--- config.mk ---
export PLATFORM = sky130hd
export DESIGN_NAME = gap_timer
export DESIGN_NICKNAME = d
export VERILOG_FILES = /design/src/rtl/gap_pkg.sv /design/src/rtl/gap_regs.sv /design/src/rtl/gap_lfsr.sv /design/src/rtl/gap_count.sv /design/src/rtl/gap_timer.sv
export SDC_FILE = /design/constraint.sdc
export NUM_CORES = 1
export LEC_CHECK = 0
export BUFFER_PORTS_ARGS = -buffer_cell sky130_fd_sc_hd__buf_2
export CAP_MARGIN = 25
export CORE_ASPECT_RATIO = 1.75
export CORE_UTILIZATION = 24
export CTS_CLUSTER_DIAMETER = 150
export DETAILED_ROUTE_END_ITERATION = 10
export PLACE_DENSITY_LB_ADDON = 0.08
export SLEW_MARGIN = 10
export SYNTH_ARGS = -nofsm -noshare
export SYNTH_HDL_FRONTEND = slang
export SYNTH_SLANG_ARGS = --single-unit
--- constraint.sdc ---
create_clock -name clk -period 5.1 [get_ports clk]
set_clock_uncertainty 0.2 [all_clocks]
set_input_delay 1.02 -clock clk [delete_from_list [all_inputs] [get_ports clk]]
set_output_delay 1.02 -clock clk [all_outputs]
set_load 0.02 [all_outputs]
--- src/rtl/gap_pkg.sv ---
package gap_pkg;
    typedef enum logic [1:0] {
        SEL_BASE = 2'd0,
        SEL_FT   = 2'd1,
        SEL_SEED = 2'd2,
        SEL_NFR  = 2'd3
    } reg_sel_e;

    localparam int BAD_LO = 1;
    localparam int BAD_HI = 4;
endpackage

--- src/rtl/gap_regs.sv ---
module gap_regs
    import gap_pkg::*;
#(
    parameter int BW = 8,
    parameter int FW = 6,
    parameter int RW = 7,
    parameter int NW = 4,
    parameter int DW = 8
) (
    input  logic          clk,
    input  logic          srst,
    input  logic          wr_en,
    input  logic [1:0]    wr_sel,
    input  logic [DW-1:0] wr_data,
    output logic [BW-1:0] base_o,
    output logic [FW-1:0] ft_o,
    output logic [RW-1:0] seed_o,
    output logic [NW-1:0] nfr_o,
    output logic          base_bad_o
);
    typedef struct packed {
        logic [BW-1:0] base;
        logic [FW-1:0] ft;
        logic [RW-1:0] seed;
        logic [NW-1:0] nfr;
    } cfg_t;

    cfg_t cfg_d, cfg_q;

    always_comb begin
        cfg_d = cfg_q;
        if (wr_en) begin
            case (reg_sel_e'(wr_sel))
                SEL_BASE: cfg_d.base = wr_data[BW-1:0];
                SEL_FT:   cfg_d.ft   = wr_data[FW-1:0];
                SEL_SEED: cfg_d.seed = wr_data[RW-1:0];
                default:  cfg_d.nfr  = wr_data[NW-1:0];
            endcase
        end
    end

    always_ff @(posedge clk) begin
        if (srst) cfg_q <= '0;
        else      cfg_q <= cfg_d;
    end

    assign base_o     = cfg_q.base;
    assign ft_o       = cfg_q.ft;
    assign seed_o     = cfg_q.seed;
    assign nfr_o      = cfg_q.nfr;
    assign base_bad_o = (cfg_q.base >= BW'(BAD_LO)) && (cfg_q.base <= BW'(BAD_HI));

    // a base write lands in the held setting on the next edge
    assert_base_wr_R2: assert property (@(posedge clk) disable iff (srst)
        (wr_en && wr_sel == SEL_BASE) |=> (base_o == $past(wr_data[BW-1:0])));
endmodule

--- src/rtl/gap_lfsr.sv ---
module gap_lfsr #(
    parameter int RW  = 7,
    parameter int TAP = 5
) (
    input  logic          clk,
    input  logic          srst,
    input  logic          upd,
    input  logic          use_seed,
    input  logic [RW-1:0] seed,
    output logic [RW-1:0] step_o
);
    logic [RW-1:0] lfsr_d, lfsr_q, src;

    always_comb begin
        src    = use_seed ? seed : lfsr_q;
        step_o = {src[RW-2:0], src[RW-1] ^ src[TAP]};
        lfsr_d = upd ? step_o : lfsr_q;
    end

    always_ff @(posedge clk) begin
        if (srst) lfsr_q <= '0;
        else      lfsr_q <= lfsr_d;
    end

    // a zero register stays zero when stepped
    assert_hold_zero_R6: assert property (@(posedge clk) disable iff (srst)
        (upd && !use_seed && lfsr_q == '0) |=> (lfsr_q == '0));
    // a nonzero register never steps into zero
    assert_stay_live_R6: assert property (@(posedge clk) disable iff (srst)
        (upd && !use_seed && lfsr_q != '0) |=> (lfsr_q != '0));
endmodule

--- src/rtl/gap_count.sv ---
module gap_count #(
    parameter int BW = 8,
    parameter int FW = 6,
    parameter int RW = 7
) (
    input  logic          clk,
    input  logic          srst,
    input  logic          ld,
    input  logic          par,
    input  logic          tick,
    input  logic [BW-1:0] base,
    input  logic [FW-1:0] ft,
    input  logic [RW-1:0] rnd,
    output logic          zero_o
);
    typedef struct packed {
        logic [BW-1:0] base;
        logic [FW-1:0] ft;
        logic [RW-1:0] rnd;
        logic          par;
    } cnt_t;

    cnt_t cnt_d, cnt_q;

    always_comb begin
        cnt_d = cnt_q;
        if (ld) begin
            cnt_d.base = base;
            cnt_d.ft   = ft;
            cnt_d.rnd  = par ? '0 : rnd;
            cnt_d.par  = par;
        end else if (tick) begin
            if (cnt_q.par) begin
                if (cnt_q.base != '0) cnt_d.base = cnt_q.base - 1'b1;
                if (cnt_q.ft   != '0) cnt_d.ft   = cnt_q.ft - 1'b1;
            end else if (cnt_q.base != '0) begin
                cnt_d.base = cnt_q.base - 1'b1;
            end else if (cnt_q.ft != '0) begin
                cnt_d.ft = cnt_q.ft - 1'b1;
            end else if (cnt_q.rnd != '0) begin
                cnt_d.rnd = cnt_q.rnd - 1'b1;
            end
        end
    end

    always_ff @(posedge clk) begin
        if (srst) cnt_q <= '0;
        else      cnt_q <= cnt_d;
    end

    assign zero_o = (cnt_q.base == '0) && (cnt_q.ft == '0) && (cnt_q.rnd == '0);

    // in serial mode the later parts wait while the base part is nonzero
    assert_serial_order_R5: assert property (@(posedge clk) disable iff (srst)
        (!ld && !cnt_q.par && tick && cnt_q.base != '0)
        |=> ($stable(cnt_q.ft) && $stable(cnt_q.rnd)));
    // in zero-seed mode both nonzero counts drop on the same tick
    assert_lockstep_R7: assert property (@(posedge clk) disable iff (srst)
        (!ld && cnt_q.par && tick && cnt_q.base != '0 && cnt_q.ft != '0)
        |=> (cnt_q.base == $past(cnt_q.base) - 1'b1 && cnt_q.ft == $past(cnt_q.ft) - 1'b1));
    // no count moves without a tick or a load
    assert_no_tick_hold_R8: assert property (@(posedge clk) disable iff (srst)
        (!ld && !tick) |=> $stable(cnt_q));
endmodule

--- src/rtl/gap_timer.sv ---
module gap_timer
    import gap_pkg::*;
#(
    parameter int BW  = 8,
    parameter int FW  = 6,
    parameter int RW  = 7,
    parameter int NW  = 4,
    parameter int DW  = 8,
    parameter int TAP = 5
) (
    input  logic          clk,
    input  logic          srst,
    input  logic          wr_en,
    input  logic [1:0]    wr_sel,
    input  logic [DW-1:0] wr_data,
    input  logic          send,
    input  logic          tick,
    output logic          frame_start,
    output logic          busy,
    output logic          done,
    output logic          base_bad
);
    typedef struct packed {
        logic          busy;
        logic          done;
        logic          fs;
        logic [NW-1:0] left;
        logic [BW-1:0] base_w;
        logic [FW-1:0] ft_w;
        logic          par_w;
    } seq_t;

    seq_t seq_d, seq_q;

    logic [BW-1:0] base_r;
    logic [FW-1:0] ft_r;
    logic [RW-1:0] seed_r;
    logic [NW-1:0] nfr_r;
    logic [RW-1:0] step_val;
    logic          zero, accept, fire;
    logic          ld, upd, use_seed, ld_par;
    logic [BW-1:0] ld_base;
    logic [FW-1:0] ld_ft;
    logic [NW-1:0] rem;

    gap_regs #(.BW(BW), .FW(FW), .RW(RW), .NW(NW), .DW(DW)) u_regs (
        .clk(clk), .srst(srst), .wr_en(wr_en), .wr_sel(wr_sel), .wr_data(wr_data),
        .base_o(base_r), .ft_o(ft_r), .seed_o(seed_r), .nfr_o(nfr_r),
        .base_bad_o(base_bad)
    );

    gap_lfsr #(.RW(RW), .TAP(TAP)) u_lfsr (
        .clk(clk), .srst(srst), .upd(upd), .use_seed(use_seed),
        .seed(seed_r), .step_o(step_val)
    );

    gap_count #(.BW(BW), .FW(FW), .RW(RW)) u_cnt (
        .clk(clk), .srst(srst), .ld(ld), .par(ld_par), .tick(tick & seq_q.busy),
        .base(ld_base), .ft(ld_ft), .rnd(step_val), .zero_o(zero)
    );

    assign accept = send && !seq_q.busy;
    assign fire   = seq_q.busy && zero;
    assign rem    = (nfr_r <= NW'(1)) ? '0 : nfr_r - 1'b1;

    always_comb begin
        seq_d    = seq_q;
        seq_d.fs = 1'b0;
        ld       = 1'b0;
        upd      = 1'b0;
        use_seed = accept;
        ld_base  = accept ? base_r : seq_q.base_w;
        ld_ft    = accept ? ft_r   : seq_q.ft_w;
        ld_par   = accept ? (seed_r == '0) : seq_q.par_w;
        if (accept) begin
            seq_d.fs     = 1'b1;
            seq_d.base_w = base_r;
            seq_d.ft_w   = ft_r;
            seq_d.par_w  = (seed_r == '0);
            seq_d.left   = rem;
            upd          = 1'b1;
            if (rem == '0) begin
                seq_d.done = 1'b1;
                seq_d.busy = 1'b0;
            end else begin
                seq_d.done = 1'b0;
                seq_d.busy = 1'b1;
                ld         = 1'b1;
            end
        end else if (fire) begin
            seq_d.fs = 1'b1;
            if (seq_q.left == NW'(1)) begin
                seq_d.busy = 1'b0;
                seq_d.done = 1'b1;
                seq_d.left = '0;
            end else begin
                seq_d.left = seq_q.left - 1'b1;
                ld         = 1'b1;
                upd        = 1'b1;
            end
        end
    end

    always_ff @(posedge clk) begin
        if (srst) seq_q <= '0;
        else      seq_q <= seq_d;
    end

    assign frame_start = seq_q.fs;
    assign busy        = seq_q.busy;
    assign done        = seq_q.done;

    // completion and activity are exclusive
    assert_done_idle_R9: assert property (@(posedge clk) disable iff (srst)
        done |-> !busy);
    // the burst copy of the settings is frozen while busy
    assert_frozen_cfg_R10: assert property (@(posedge clk) disable iff (srst)
        busy |=> ($stable(seq_q.base_w) && $stable(seq_q.ft_w) && $stable(seq_q.par_w)));
    // a send during a burst starts no new frame by itself
    assert_busy_send_R4: assert property (@(posedge clk) disable iff (srst)
        (busy && send && !zero) |=> !frame_start);
endmodule

; ---- Word-level counts from Yosys, hierarchy flattened
; Index checks and enable logic that the tools add are counted.
[totals]
regBits = 76
inputBits = 15
output_inout_bits = 4
wordCells = 86
[op_classes]
addsub = 5
n_lt_le_gt_ge = 3
eq_ne = 7
mux = 25
bitwise_logic = 3
n_reduce_logical = 27
[ops]
columns = op, count
row1 = $mux 7, 7
row2 = $mux 21, 2
row3 = $mux 6, 3
row4 = $mux 8, 2
row5 = $logic_not 7->1, 2
row6 = $mux 13, 1
row7 = $reduce_and 2->1, 6
row8 = $ge 8x1->1 const B, 1
row9 = $le 8x3->1 const B, 1
row10 = $logic_not 8->1, 1
row11 = $mux 4, 2
row12 = $reduce_bool 2->1, 4
row13 = $reduce_bool 8->1, 1
row14 = $sub 4x1->4 const B, 2
row15 = $sub 8x1->8 const B, 1
row16 = $reduce_bool 7->1, 1
row17 = $sub 7x1->7 const B, 1
row18 = $logic_not 6->1, 1
row19 = $mux 1, 6
row20 = $ne 2x2->1 const B, 3
row21 = $reduce_bool 6->1, 1
row22 = $sub 6x1->6 const B, 1
row23 = $logic_and 1x1->1, 5
row24 = $reduce_and 5->1, 1
row25 = 13 further kinds, 14

; ---- Longest topological paths before layout
; Gate-level depths: netlist (run 1).
[depth]
ltp_word = 8
ltp_mapped = 9
depth_no_buf = 7

; ---- Cells and area by module
; A second synthesis (run 1) with hierarchy kept.
[hier_totals]
hier_cells = 464
hier_area_um2 = 4050.1
[modules_own_cells]
columns = module, instances, cells_each, area_each_um2, seq_area_each_um2
row1 = gap_count, 1, 190, 1555.2, 440.4
row2 = gap_timer, 1, 137, 1067.3, 440.4
row3 = gap_regs, 1, 98, 1058.5, 500.5
row4 = gap_lfsr, 1, 39, 369.1, 140.1

; ---- Least setup slack after synthesis (run 1)
; Ideal clock, no wire load.
[synth_timing]
path_kind = flip-flop to flip-flop
from = reg u_cnt.cnt_q[14] (netlist bit)
to = reg u_lfsr.lfsr_q[2]
setup_ns = 0.088
arrival_time_ns = 2.329
required_time_ns = 4.812
path_slack_ns = 2.483
stages_incl_launch_ff = 10
n_path_buf = 2
synth_period_minus_slack_ns = 2.617
path_cell_list = dfxtp_1 -> inv_1 -> ha_1 -> or3b_2 -> clkbuf_1 -> or4_4 -> nor3_4 -> buf_6 -> nand2_1 -> a311oi_2
[synth_via]
elab_chain_len = 6
[synth_lines]
columns = element, line_no
row1 = start: declaration, gap_count.sv:23  ; cnt_t cnt_d, cnt_q;
row2 = start signal: assignment, gap_count.sv:48  ; else cnt_q <= cnt_d;
row3 = $logic_not 8->1, gap_count.sv:51  ; assign zero_o = (cnt_q.base == '0) && (cnt_q.ft == '0) && (cnt_q.rnd == '0);
row4 = $logic_and 1x1->1 (2 in a row), gap_count.sv:51
row5 = $logic_and 1x1->1, gap_timer.sv:63  ; assign fire = seq_q.busy && zero;
row6 = $mux 1, gap_timer.sv:90  ; end else if (fire) begin
row7 = $mux 1, gap_timer.sv:75  ; if (accept) begin
row8 = end signal: assignment, gap_lfsr.sv:22  ; else lfsr_q <= lfsr_d;
row9 = end: declaration, gap_lfsr.sv:12  ; logic [RW-1:0] lfsr_d, lfsr_q, src;
; Every way passes these cells.
; A chain may end at the register's enable or synchronous reset.

; ---- Final worst setup path (run 1)
[layout_timing]
from = reg u_cnt.cnt_q[14] (netlist bit)
to = reg u_lfsr.lfsr_q[5]
; Same word-level chain as after synthesis.

==> impl_metrics.tcl, run 1 <==
set metrics [dict create \
    status "complete, no violations" \
    fmax_ghz 0.326 \
    synthArstFlopShare 0 \
    final_antenna_net_count 0 \
    worstPathArrival_ns 3.11 \
    coreArea_mm2 0.0153 \
    peakVddDrop_uv 182 \
    wire_per_inst_um 17.0 \
    final_area_mm2 0.00435 \
    ys_seq_elements 76 \
    gp_congestion 0.715 \
    grt_antenna_before_repair 0 \
    finalWirelength_um 10700 \
    grt_pass1_vias 3083 \
    finalCriticalPeriod_ns 3.06 \
    max_slew_margin 0.434 \
    max_stage_delay_ns 0.58 \
    syn-instance-count 424 \
    grt_usage 0.144 \
    crit_fanout 15 \
    port_buffers 18 \
    cts_hold_buf 0 \
    nets 464 \
    syn_nets 449 \
    start_util 0.245 \
    n_antenna_cell 0 \
    endpoint_kind "flop" \
    synth_edf_count 0 \
    drc_errors 0 \
    netlist_area_mm2 0.00375 \
    die-height_um 167 \
    insertion_delay_ns 0.34 \
    leakagePower_nw 1.65 \
    worst-path-stages 8 \
    cts_setup_buffers 0 \
    synthMuxAreaShare 0.0933 \
    grt_max_degree 46 \
    placed_area_mm2 0.00404 \
    num_vias 3076 \
    max-clock-path-buffers 2 \
    worst_slew_pin_slew_ns 0.849 \
    hold_viol 0 \
    maxCapViolations 0 \
    startpoint_type "flop" \
    drive_gt1_frac 0.133 \
    power_density_mw_per_mm2 394 \
    num_rows 60 \
    hold_path_class "reg2reg" \
    synthAdderAreaFrac 0.0333 \
    cts_resized 0 \
    worst-path-buf-inv 2 \
    critical_path_required_ns 5.14 \
    final-max-slew-violation-count 0 \
    fin_crit_sh 0.601 \
    synth-compound-area-share 0.168 \
    via_per_inst 4.88 \
    root_buffer "clkbuf_16" \
    tns_ns 0 \
    ys.flop_type "dfxtp_1" \
    io-pin-count 19 \
    path_delay_family "simple AND/OR/NAND/NOR gates" \
    yosysWarnings 0 \
    cpMaxStageDelayCell "nor3_4" \
    ff2ff_path_depth 8 \
    yosys.area_share.xor_xnor 0.0373 \
    ys_seq_area_frac 0.405 \
    rsz0062_at_grt "no" \
    dp_hpwl_um 7900 \
    first_iter_violations 167 \
    htree_levels 3 \
    clk_pin_slew_ns 0.07 \
    grt_overflow 0 \
    synth_cell_types 52 \
    path_cells "inv_1 -> ha_1 -> or3b_2 -> or4_4 -> nor3_4 -> buf_6 -> nand2_1 -> a311oi_2" \
    hold_depth 2 \
    area_growth_pct 15.9 \
    die-area_mm2 0.0162 \
    cts_tree "done" \
    fillers 1667 \
    syn_area_per_cell_um2 8.86 \
    clkSinkCount 76 \
    drtPass1Iterations 4 \
    cts_buffers 9 \
    setup_viol 0 \
    synth_top_family_by_area "simple AND/OR/NAND/NOR gates" \
    hold_slack_ns 0.265 \
    critical_path_class "reg2reg" \
    fp.dieW_um 96.6 \
    yosys.area_share.simple 0.222 \
    grt_pass1_wl_um 17300 \
]
## cell usage after synthesis, types with 9 or more instances
master | n | share of area
mux2i_1 | 35 | 0.093
nor3_1 | 16 | 0.021
a21oi_1 | 26 | 0.035
xnor2_1 | 9 | 0.021
inv_1 | 12 | 0.012
dfxtp_1 | 76 | 0.41
ha_1 | 10 | 0.033
a211oi_1 | 16 | 0.032
nand2_1 | 32 | 0.032
clkbuf_1 | 13 | 0.013
nor4_1 | 11 | 0.018
nand3_1 | 9 | 0.012
nor2_1 | 52 | 0.052
## tightest hold or removal path: stages (launching register included)
cell	delay (ns)
dfxtp_1	0.30
nand2_1	0.06
a21oi_1	0.06
## through the flow
step | instances | setup slack, ns | power, W | util
2_1_floorplan | 424 | 2.48 | 0.000968 | -
3_3_place_gp | 612 | 1.74 | 0.00109 | 0.264
3_5_place_dp | 612 | 1.62 | 0.00109 | 0.264
4_1_cts | 628 | 1.58 | 0.00174 | 0.283
5_1_grt | 630 | 1.86 | 0.00181 | 0.284
6_report | 630 | 2.04 | 0.00172 | 0.284
## flip-flops by register name (all words and copies together), names as in the netlist
signal	cells
u_cnt.cnt_q	22
seq_q	19
u_regs.base_o	8
u_lfsr.lfsr_q	7
u_regs.seed_o	7
u_regs.ft_o	6
u_regs.nfr_o	4
busy	1
done	1
frame_start	1
## placed cells by master (no fill, tap or decap), types with 10 or more instances in the layout
cell type and instances:
nor4_1 10, a211oi_1 16, nor3_1 16, mux2i_1 35, a21oi_1 26, inv_1 12
buf_2 19, nor2_1 52, nand2_1 32, dfxtp_1 76, ha_1 10
## kinds of logic after synthesis
family          after synthesis
simple gates                165
flops                        76
mux                          35
compound gates               86
xor+xnor                     16
fa+ha+maj                    10
buf+inv                      36
## layer usage
| layer | part of all wire | wire length [um] | GRT usage | vias to the layer above |
|---|---|---|---|---|
| li1 | - | - | - | 1566 |
| met3 | 0.023 | 249 | 0.0295 | 12 |
| met2 | 0.53 | 5650 | 0.250 | 42 |
| met5 | 0 | 0 | 0 | - |
| met4 | 0.019 | 204 | 0.0492 | 0 |
| met1 | 0.43 | 4580 | 0.172 | 1456 |
## where the power goes
part	switching [W]	internal [W]	total [W]	leakage (nW)
sequential	0.0000447	0.000640	0.000684	0.619
combinational	0.000235	0.000149	0.000384	0.888
clock	0.000267	0.000381	0.000647	0.138
total	0.000546	0.00117	0.00172	1.65
## area by class of cell
cell class	instances	area (um2)	share of cell area
sequential	76	1520	0.350
clock inverter	7	75.1	0.0172
clock buffer	9	225	0.0517
inverter	12	45.0	0.0103
multi-input combinational	312	2090	0.479
timing repair buffer	28	166	0.0382
tap	186	233	0.0535
## path summary, 6_finish.rpt
path | from | to | slack (ns)
setup / recovery | u_cnt.cnt_q[14] | u_lfsr.lfsr_q[5] | 2.04
setup reg to reg | u_cnt.cnt_q[14] | u_lfsr.lfsr_q[5] | 2.04
hold / removal | seq_q[3] | seq_q[3] | 0.26
hold reg to reg | seq_q[3] | seq_q[3] | 0.26
No activity file was read; power rests on OpenSTA's default activity.
==> run 2: changes to the inputs <==
==> constraint.sdc (replaced) <==
create_clock -name clk -period 2.5 [get_ports clk]
set_clock_uncertainty 0.2 [all_clocks]
set_input_delay 0.5 -clock clk [delete_from_list [all_inputs] [get_ports clk]]
set_output_delay 0.5 -clock clk [all_outputs]
set_load 0.02 [all_outputs]
==> impl_metrics.tcl, run 2 (synthesis results as in run 1) <==
set metrics [dict create \
    die-area_mm2 0.0162 \
    largest_reg_flops 22 \
    drtPass1Iterations 5 \
    final_antenna_net_count 0 \
    cpMaxStageDelayCell "or4_4" \
    max_slew_margin 0.541 \
    crit_fanout 7 \
    placed_area_mm2 0.00426 \
    worst-path-buf-inv 3 \
    hold_viol 0 \
    grt_pass1_wl_um 17400 \
    maxCapViolations 0 \
    coreArea_mm2 0.0153 \
    num_rows 60 \
    endpoint_kind "flop" \
    startpoint_type "flop" \
    critical_path_required_ns 2.54 \
    grt_antenna_before_repair 0 \
    final_cell_mix "74 x dfxtp_1, 52 x nor2_1, 35 x mux2i_1" \
    clk_pin_slew_ns 0.07 \
    tns_ns 0 \
    port_buffers 18 \
    use_met1 0.176 \
    finalCriticalPeriod_ns 2.45 \
    nets 491 \
    crit_end "u_lfsr.lfsr_q[6]" \
    start_util 0.245 \
    insertion_delay_ns 0.34 \
    leakagePower_nw 1.79 \
    dp_hpwl_um 8170 \
    drc_errors 0 \
    gp_congestion 0.759 \
    wire_per_inst_um 16.6 \
    worstPathArrival_ns 2.49 \
    final_common_cell "dfxtp_1" \
    worst_slack_ns 0.0531 \
    finalWirelength_um 10900 \
    cts_buffers 9 \
    r2r-end "u_lfsr.lfsr_q[6]" \
    final-max-slew-violation-count 0 \
    setup_viol 0 \
    root_buffer "clkbuf_16" \
    power_density_mw_per_mm2 780 \
    worst-path-stages 9 \
    met2_usage 0.250 \
    io-pin-count 19 \
    grt_max_degree 40 \
    hold_path_class "in2reg" \
    first_iter_violations 155 \
    max-clock-path-buffers 2 \
    worst_path_most_repeated_cell "buf_12" \
    ff2ff_path_depth 9 \
    worst_slew_pin_slew_ns 0.686 \
    path_cells "inv_2 -> ha_4 -> or3b_4 -> or4_4 -> nor3_4 -> buf_12 -> buf_12 -> nand2_2 -> a311oi_2" \
    busiest_layer "met2" \
    startpoint "u_cnt.cnt_q[15]" \
    fp.dieW_um 96.6 \
    place_inst 636 \
    max_stage_delay_ns 0.51 \
    num_vias 3235 \
    fillers 1690 \
    reg2reg_slack_ns 0.05 \
    cts_tree "done" \
    via_per_inst 4.92 \
    critical_path_class "reg2reg" \
    final_area_mm2 0.00464 \
    grt_pass1_vias 3170 \
    r2r_start "u_cnt.cnt_q[15]" \
    clkSinkCount 76 \
    cts_hold_buf 0 \
    fin_crit_sh 0.979 \
    instances_no_fill 657 \
    grt_usage 0.145 \
    area_growth_pct 23.5 \
    preCtsSetupSlack_ns -0.0958 \
    grt_overflow 0 \
    n_antenna_cell 0 \
    rsz0062_at_grt "yes" \
    drive_gt1_frac 0.212 \
    peakVddDrop_uv 310 \
    regMostFlops "u_cnt.cnt_q" \
    die-height_um 167 \
    htree_levels 3 \
    grt_use_met3 0.0200 \
    fmax_ghz 0.409 \
    status "complete, no violations" \
    path_delay_family "simple AND/OR/NAND/NOR gates" \
]
## run 2: cell types whose count changed in the layout (fill, tap and decap cells not counted), sizes merged
cell	delta
buf	+27
inv	+2
bufinv	-1
clkinv	-1
## run 2: worst min-delay path, delay by kind of cell
kind / cells / cell delay [ns]
muxes: 1 / 0.05
and+or+nand+nor: 1 / 0.07
buffers and inverters: 1 / 0.08
## run 2: power by group
part	switching, W	internal, W	total, W
Clock	0.000575	0.000688	0.00126
Combinational	0.000529	0.000433	0.000962
Sequential	0.0000852	0.00131	0.00139
## run 2: how the worst min path moves through the flow
| stage | from | to | slack, ns | cells after the start |
|---|---|---|---|---|
| 4_1_cts | wr_data[7] | u_regs.base_o[7] | 0.19 | 3 |
| 5_1_grt | wr_data[7] | u_regs.base_o[7] | 0.20 | 3 |
| 3_3_place_gp | seq_q[5] | seq_q[5] | 0.25 | 2 |
| 3_5_place_dp | seq_q[4] | seq_q[4] | 0.26 | 2 |
| 2_1_floorplan | seq_q[6] | seq_q[6] | 0.24 | 2 |
| 6_report | wr_data[7] | u_regs.base_o[7] | 0.19 | 3 |
## run 2: layout make-up
cell class / count / area, um2 / area share
clock inverters: 7 / 60.1 / 0.0130
inverters: 12 / 45.0 / 0.00971
clock buffers: 9 / 225 / 0.0486
repair buffers: 55 / 409 / 0.0882
flip-flops and latches: 76 / 1520 / 0.329
well taps: 186 / 233 / 0.0502
multi-input cells: 312 / 2140 / 0.462
## run 2: through the flow
stage                     hold slack [ns]  total power, W  utilization
after floorplan                     0.235         0.00200            -
after global placement              0.252         0.00235        0.278
after detailed placement            0.258         0.00235        0.278
after CTS                           0.191         0.00363        0.299
after global routing                0.200         0.00380        0.303
final                               0.194         0.00362        0.303
## run 2: repair_timing
| item | 4_1_cts | 5_1_grt |
|---|---|---|
| gates resized for setup | 2 | 13 |
| setup endpoints to repair | 22 | 26 |
| cloned | 2 | 0 |
| setup buffers | 1 | 2 |
| pin swaps | 1 | 4 |
## run 2: routing by layer
metal | share of wire | wire length (um) | vias to the layer above
met2 | 0.52 | 5710 | 31
met3 | 0.019 | 213 | 9
met1 | 0.44 | 4790 | 1570
li1 | - | - | 1625
met4 | 0.019 | 205 | 0
met5 | 0 | 0 | -
==> run 3: changes to the inputs <==
--- a/config.mk
+++ b/config.mk
@@ -5,7 +5,7 @@
 export SDC_FILE = /design/constraint.sdc
 export NUM_CORES = 1
 export LEC_CHECK = 0
-export BUFFER_PORTS_ARGS = -buffer_cell sky130_fd_sc_hd__buf_2
+export BUFFER_PORTS_ARGS = -buffer_cell sky130_fd_sc_hd__buf_4
 export CAP_MARGIN = 25
 export CORE_ASPECT_RATIO = 1.75
 export CORE_UTILIZATION = 24
==> impl_metrics.tcl, run 3 (synthesis results as in run 1) <==
set metrics [dict create \
    insertion_delay_ns 0.34 \
    top_layer "met4" \
    grt_pass1_vias 3248 \
    clkSinkCount 76 \
    cts_buffers 9 \
    final_cell_mix "74 x dfxtp_1, 52 x nor2_1, 49 x buf_4" \
    critical_path_required_ns 2.55 \
    final_antenna_net_count 0 \
    drive_gt1_frac 0.197 \
    leakagePower_nw 1.80 \
    hold_viol 0 \
    n_antenna_cell 0 \
    cts_hold_buf 0 \
    rsz0062_at_grt "yes" \
    final-max-slew-violation-count 0 \
    startpoint_type "flop" \
    status "complete, no violations" \
    fin_crit_sh 0.989 \
    grt_usage 0.149 \
    grt_max_degree 44 \
    r2r-end "u_lfsr.lfsr_q[4]" \
    grt_antenna_before_repair 0 \
    area_growth_pct 23.8 \
    start_util 0.245 \
    via_per_inst 4.83 \
    worst_slew_pin_slew_ns 0.669 \
    htree_levels 3 \
    r2r_start "u_cnt.cnt_q[15]" \
    final_common_cell "dfxtp_1" \
    max-clock-path-buffers 2 \
    cts_tree "done" \
    coreArea_mm2 0.0153 \
    drtPass1Iterations 4 \
    fmax_ghz 0.404 \
    grt_overflow 0 \
    dr_wl_met3_um 295 \
    dp_hpwl_um 8120 \
    crit_end "u_lfsr.lfsr_q[4]" \
    drc_errors 0 \
    io-pin-count 19 \
    first_iter_violations 102 \
    startpoint "u_cnt.cnt_q[15]" \
    met1_length_um 4710 \
    port_buffers 18 \
    critical_path_class "reg2reg" \
    wire_per_inst_um 16.6 \
    ff2ff_path_depth 9 \
    gp_congestion 0.713 \
    fp.dieW_um 96.6 \
    peakVddDrop_uv 363 \
    num_rows 60 \
    power_density_mw_per_mm2 807 \
    regMostFlops "u_cnt.cnt_q" \
    root_buffer "clkbuf_16" \
    clk_pin_slew_ns 0.06 \
    crit_fanout 12 \
    finalWirelength_um 10800 \
    final_util 0.303 \
    nets 487 \
    die-area_mm2 0.0162 \
    endpoint_kind "flop" \
    hold_depth 3 \
    worstPathArrival_ns 2.53 \
    reg2reg_slack_ns 0.03 \
    wl_met2_um 5620 \
    final_area_mm2 0.00465 \
    num_vias 3154 \
    hold_path_class "in2reg" \
    grt_pass1_wl_um 17900 \
    setup_viol 0 \
    die-height_um 167 \
    max_slew_margin 0.553 \
    largest_reg_flops 22 \
    maxCapViolations 0 \
    finalCriticalPeriod_ns 2.47 \
    p_total_w 0.00375 \
    placed_area_mm2 0.00430 \
]
## run 3: timing repair
| item | in CTS | in global routing |
|---|---|---|
| pin swaps | 1 | 2 |
| setup endpoints to repair | 30 | 28 |
| buffers inserted | 2 | 0 |
| resized for setup | 2 | 2 |
## run 3: where the power goes
part / internal, W / switching (W) / total (W)
Sequential: 0.00131 / 0.0000842 / 0.00139
Clock: 0.000879 / 0.000550 / 0.00143
Combinational: 0.000416 / 0.000514 / 0.000930
## run 3: worst min path at each step
stage / from / end
finish: wr_data[7] / u_regs.base_o[7]
global route: wr_data[6] / u_regs.seed_o[6]
CTS: wr_data[7] / u_regs.base_o[7]
detailed placement: seq_q[3] / seq_q[3]
global placement: seq_q[2] / seq_q[2]
floorplan: seq_q[6] / seq_q[6]
## run 3: metrics by stage
step	TNS, ns	worst slack [ns]	hold WS [ns]	std cells
after floorplan	-0.667	-0.0750	0.235	424
after global placement	-1.00	-0.109	0.254	636
after detailed placement	-1.72	-0.141	0.258	636
after CTS	0	0.000601	0.193	654
after global routing	-0.954	-0.0895	0.238	653
final	0	0.0274	0.201	653
## run 3: layout make-up
type	instances	area (um2)
clock buffer	9	225
clock inverter	7	100
fill	1670	10700
inverter	12	45.0
multi-input combinational	312	2120
sequential	76	1520
tap	186	233
timing repair buffer	51	403
## run 3: layer usage
layer	vias to the layer above	global-route usage
met2	49	0.255
met1	1482	0.183
li1	1610	-
met3	13	0.0263
met5	-	0
met4	0	0.0518
## run 3: critical path: stages (launching register included)
cell and delay [ns]:
dfxtp_2 0.32, inv_2 0.07, ha_4 0.13, or3b_4 0.38, or4_4 0.52, nor3_4 0.14, buf_4 0.17, buf_8 0.15
nand2_2 0.06, a311oi_2 0.23
